**src/rtl/bcg_pkg.sv**
```systemverilog
package bcg_pkg;
    typedef enum logic [1:0] {
        BLEN_2    = 2'd0,
        BLEN_4    = 2'd1,
        BLEN_8    = 2'd2,
        BLEN_PAGE = 2'd3
    } blen_e;
endpackage

```
**src/rtl/bcg_addr_calc.sv**
```systemverilog
module bcg_addr_calc #(
    parameter int COL_W = 8
) (
    input  logic [COL_W-1:0] base,
    input  logic [COL_W-1:0] beat,
    input  logic [COL_W-1:0] mask,
    input  logic             ilv,
    output logic [COL_W-1:0] addr
);
    logic [COL_W-1:0] seq_addr;
    logic [COL_W-1:0] ilv_addr;

    always_comb begin
        seq_addr = (base & ~mask) | ((base + beat) & mask);
        ilv_addr = base ^ beat;
        addr     = ilv ? ilv_addr : seq_addr;
    end
endmodule

```
**src/rtl/bcg_ctrl.sv**
```systemverilog
module bcg_ctrl
    import bcg_pkg::*;
#(
    parameter int COL_W = 8
) (
    input  logic             clk,
    input  logic             rst_n,
    input  logic             start,
    input  logic [COL_W-1:0] start_col,
    input  logic [1:0]       blen_sel,
    input  logic             ilv_sel,
    input  logic             stop,
    output logic [COL_W-1:0] base,
    output logic [COL_W-1:0] mask,
    output logic [COL_W-1:0] beat,
    output logic             ilv,
    output logic             active,
    output logic             fin,
    output logic             err
);
    typedef struct packed {
        logic             active;
        logic             page;
        logic             ilv;
        logic             err;
        logic [COL_W-1:0] base;
        logic [COL_W-1:0] mask;
        logic [COL_W-1:0] beat;
    } st_t;

    st_t   st_d, st_q;
    blen_e bl_w;
    logic  page_w;
    logic  fin_w;

    always_comb begin
        st_d   = st_q;
        bl_w   = blen_e'(blen_sel);
        page_w = (bl_w == BLEN_PAGE);
        fin_w  = st_q.active && !st_q.page &&
                 ((st_q.beat | COL_W'(1)) == st_q.mask);
        if (start) begin
            st_d.active = 1'b1;
            st_d.page   = page_w;
            st_d.base   = page_w ? {start_col[COL_W-1:1], 1'b0} : start_col;
            st_d.mask   = page_w ? '1 : ((COL_W'(2) << blen_sel) - COL_W'(1));
            st_d.ilv    = ilv_sel && !page_w;
            st_d.err    = page_w && start_col[0];
            st_d.beat   = '0;
        end else if (stop) begin
            st_d.active = 1'b0;
            st_d.beat   = '0;
        end else if (st_q.active) begin
            if (fin_w) begin
                st_d.active = 1'b0;
            end
            st_d.beat = st_q.beat + COL_W'(2);
        end
    end

    always_ff @(posedge clk or negedge rst_n) begin
        if (!rst_n) begin
            st_q <= '0;
        end else begin
            st_q <= st_d;
        end
    end

    assign base   = st_q.base;
    assign mask   = st_q.mask;
    assign beat   = st_q.beat;
    assign ilv    = st_q.ilv;
    assign active = st_q.active;
    assign fin    = fin_w;
    assign err    = st_q.err;
endmodule

```
**src/rtl/burst_col_gen.sv**
```systemverilog
module burst_col_gen #(
    parameter int COL_W = 8
) (
    input  logic             clk,
    input  logic             rst_n,
    input  logic             start,
    input  logic [COL_W-1:0] start_col,
    input  logic [1:0]       blen_sel,
    input  logic             ilv_sel,
    input  logic             stop,
    output logic [COL_W-1:0] col_even,
    output logic [COL_W-1:0] col_odd,
    output logic             valid,
    output logic             last,
    output logic             err
);
    logic [COL_W-1:0] base_w, mask_w, beat_w;
    logic             ilv_w;
    logic [COL_W-1:0] pair_w [2];

    bcg_ctrl #(.COL_W(COL_W)) u_ctrl (
        .clk       (clk),
        .rst_n     (rst_n),
        .start     (start),
        .start_col (start_col),
        .blen_sel  (blen_sel),
        .ilv_sel   (ilv_sel),
        .stop      (stop),
        .base      (base_w),
        .mask      (mask_w),
        .beat      (beat_w),
        .ilv       (ilv_w),
        .active    (valid),
        .fin       (last),
        .err       (err)
    );

    for (genvar g = 0; g < 2; g++) begin : g_lane
        bcg_addr_calc #(.COL_W(COL_W)) u_calc (
            .base (base_w),
            .beat (beat_w | COL_W'(g)),
            .mask (mask_w),
            .ilv  (ilv_w),
            .addr (pair_w[g])
        );
    end

    assign col_even = pair_w[0];
    assign col_odd  = pair_w[1];
endmodule

```
**config.mk**
```make
export PLATFORM = sky130hd
export DESIGN_NAME = burst_col_gen
export DESIGN_NICKNAME = d
export VERILOG_FILES = /design/src/rtl/bcg_pkg.sv /design/src/rtl/bcg_addr_calc.sv /design/src/rtl/bcg_ctrl.sv /design/src/rtl/burst_col_gen.sv
export SDC_FILE = /design/constraint.sdc
export NUM_CORES = 1
export LEC_CHECK = 0
export ABC_AREA = 0
export ABC_CLOCK_PERIOD_IN_PS = 2100
export BUFFER_PORTS_ARGS = -buffer_cell sky130_fd_sc_hd__buf_4
export CELL_PAD_IN_SITES_DETAIL_PLACEMENT = 1
export CELL_PAD_IN_SITES_GLOBAL_PLACEMENT = 1
export CORE_UTILIZATION = 36
export CTS_CLUSTER_SIZE = 10
export DETAILED_ROUTE_END_ITERATION = 8
export PLACE_DENSITY_LB_ADDON = 0.2
export SLEW_MARGIN = 20
export SYNTH_ARGS = -nofsm -noshare
export SYNTH_HDL_FRONTEND = slang
export SYNTH_SLANG_ARGS = --single-unit
```
**constraint.sdc**
```tcl
create_clock -name clk -period 2.1 [get_ports clk]
set_clock_uncertainty 0.2 [all_clocks]
set_input_delay 0.42 -clock clk [delete_from_list [all_inputs] [get_ports clk]]
set_output_delay 0.42 -clock clk [all_outputs]
set_load 0.1 [all_outputs]
```
==> flow_metrics.env <==
export IMPL_yosysSeqAreaShare_pct=33.0
export IMPL_cts_tree="yes"
export IMPL_cp_end_kind="primary output"
export IMPL_p_seq_share_pct=22.3
export IMPL_fin_nets=311
export IMPL_grt_pass1_wl_mm=12.7
export IMPL_pin_count=34
export IMPL_grt_remaining_overflow=0
export IMPL_layout_cells_non_filler=338
export IMPL_synth_yosys_warnings=0
export IMPL_p_int_uw=1210
export IMPL_port_buffer_count=33
export IMPL_place_ws_ns=-0.614
export IMPL_setup_worst_path_start_class="register"
export IMPL_finalSetupViolations=15
export IMPL_drtIter0Drc=102
export IMPL_final_cell_mix="buf_4 (68), nand2_1 (23), dfrtp_1 (19)"
export IMPL_switching_share_pct=45.6
export IMPL_worst_ir_drop_vdd_v=0.000781
export IMPL_gp_congestion=0.860
export IMPL_finalHoldViolCount=0
export IMPL_clk_path_buf_depth=2
export IMPL_min_path_type="input pin to register"
export IMPL_vias_per_cell=5.77
export IMPL_fin_crit_sh_pct=138
export IMPL_ys_ff_latch=22
export IMPL_grtUsageTotal_pct=33.7
export IMPL_synth_largest_area_cell="dfrtp_1"
export IMPL_powerDensity_mw_per_mm2=727
export IMPL_grt_max_degree=24
export IMPL_setup_tns_ns=-8.89
export IMPL_die_h_microns=70.1
export IMPL_path_class="register to primary output"
export IMPL_fmax_mhz=344
export IMPL_cts_root_buffer="clkbuf_8"
export IMPL_power_frac_comb_pct=58.9
export IMPL_syn_avg_cell_area_sq_um=8.27
export IMPL_grt_pass1_vias=2330
export IMPL_routed_wl_mm=8.04
export IMPL_ys_types=43
export IMPL_drv_slew=0
export IMPL_syn_inst=202
export IMPL_clkTransAtPathRegs_ns=0.10
export IMPL_clk_insertion_delay_late_ns=0.28
export IMPL_drc=0
export IMPL_wl_per_cell_microns=23.8
export IMPL_pwr_share_clk_pct=18.8
export IMPL_cts_inserted_buffers=3
export IMPL_path_max_fanout=3
export IMPL_clock_sinks=22
export IMPL_ant_nets=0
export IMPL_area_delta_synth_final_pct=83.6
export IMPL_rsz0062_at_grt="yes"
export IMPL_dpl_cell_count=324
export IMPL_syn_area_sq_mm=0.00167
export IMPL_cts_max_level=1
export IMPL_ys_flop_type="dfrtp_1"
export IMPL_rows=24
export IMPL_violations="negative setup slack"
export IMPL_antenna_cells=0
export IMPL_syn_nets=226
export IMPL_design_core_area_sq_mm=0.00441
export IMPL_p_leak_uw=0.00134
export IMPL_synth_top_area_share_pct=33.0
export IMPL_yosys_top_cells_area="dfrtp_1 (33%), a21oi_1 (5.7%), nand2_1 (5.6%), mux2i_1 (5.4%), ha_1 (5.2%)"
export IMPL_initial_utilization_pct=37.8
export IMPL_switchingPower_uw=1020
export IMPL_synth_edf_count=0
export IMPL_required_ns=1.48
export IMPL_layout_drive_gt1_share_pct=59.4
export IMPL_setup_ws_ns=-0.804
export IMPL_post_route_util_pct=69.5
export IMPL_dp_hpwl_mm=4.76
export IMPL_status="finished, violations left"
export IMPL_vias=1949
export IMPL_post_route_min_period_ns=2.90
export IMPL_antenna_found_initial=0
export IMPL_die_area_sq_mm=0.00492
export IMPL_layout_commonest_cell="buf_4"
export IMPL_die_x_microns=70.1
export IMPL_ys_async_sr_fraction_pct=100
export IMPL_arrival_ns=2.28
export IMPL_first_pass_iters=4
export IMPL_cap_viol_max_count=0
[flip-flops by register name (all words and copies together), names as in the netlist]
name	cells
u_ctrl.active	1
u_ctrl.mask	4
u_ctrl.err	1
u_ctrl.beat	7
u_ctrl.base	8
u_ctrl.ilv	1
[synthesized netlist by cell type, types with 2 or more instances]
cell type  instances
a211oi_1           2
a21o_1             3
a21oi_1           19
buf_2              6
clkbuf_1           5
dfrtp_1           22
fa_1               2
ha_1               7
inv_1              8
mux2_2             6
mux2i_1            9
nand2_1           25
nand3_1            4
nand4_1            3
nor2_1            16
nor2b_1            2
nor3_1             5
o211ai_1           2
o21ai_0           15
o21ai_1            2
o21bai_1           2
o22a_1             2
o22ai_1            5
or2_2              3
or3_1              3
xnor2_1            3
xor2_1             5
[layer usage]
metal  GRT usage, %  vias up  part of all wire [%]
met1           37.9      970                    38
li1               -      881                     -
met4           12.9        0                   3.7
met5              0        -                     0
met2           64.9       68                    56
met3           2.89       30                   2.4
[logic make-up after synthesis]
| group | Yosys count | synth area share, % |
|---|---|---|
| and+or+nand+nor | 65 | 17.7 |
| xor gates and xnor gates | 8 | 4.19 |
| adders and majority gates | 9 | 7.64 |
| buffers and inverters | 22 | 5.69 |
| muxes | 15 | 9.44 |
| DFF | 22 | 33.0 |
| other | 1 | 0.225 |
| AOI/OAI and AO/OA | 60 | 22.2 |
[per-stage QoR]
step,hold slack (ns),cell area (sq um),total power (uW)
after floorplan,-0.0756,1900,1250
after global placement,0.120,2500,1500
after detailed placement,0.127,2500,1530
after global routing,0.175,3070,2290
final,0.177,3070,2230
after CTS,0.156,2980,2160
[path summary, 6_finish.rpt]
| path | endpoint | start | slack [ns] | cells after the start |
|---|---|---|---|---|
| max | col_odd[7] | u_ctrl.base[1] | -0.80 | 7 |
| min | u_ctrl.base[3] | start_col[3] | 0.18 | 2 |
| max reg2reg | u_ctrl.active | u_ctrl.beat[3] | 0.20 | 8 |
| min reg2reg | u_ctrl.err | u_ctrl.err | 0.39 | 2 |
| max in group asynchronous | u_ctrl.active | rst_n | 1.10 | 2 |
| min in group asynchronous | u_ctrl.ilv | rst_n | 0.35 | 2 |
[final cells by class]
class                      count  area [sq um]
clock buffer                   3          41.3
clock inverter                 1          30.0
fill                         454          1350
inverter                       9          35.0
multi-input combinational    158          1430
sequential                    22           557
tap                           52          65.1
timing repair buffer          93           913
[critical path, cell delays in order (launching register included)]
cell and delay, ns:
dfrtp_2 0.46, ha_4 0.26, a211oi_2 0.21, o21bai_2 0.13, a21o_1 0.21, a2111o_1 0.40, o311ai_4 0.11, buf_12 0.21
[power groups by stage]
stage	clock [uW]	combinational, uW	sequential (uW)
6_report	419	1310	497
5_1_grt	435	1350	499
4_1_cts	412	1260	491
3_5_place_dp	0	1040	494
3_3_place_gp	0	1010	490
2_1_floorplan	0	745	504
[what timing repair did]
item,CTS,global route
hold endpoints to repair,22,0
hold buffers,1,0
endpoints found under the setup margin,16,16
pin swaps,26,12
buffers inserted,8,4
gates cloned,0,0
resized for setup,82,16
(Power assumes the default switching activity.)
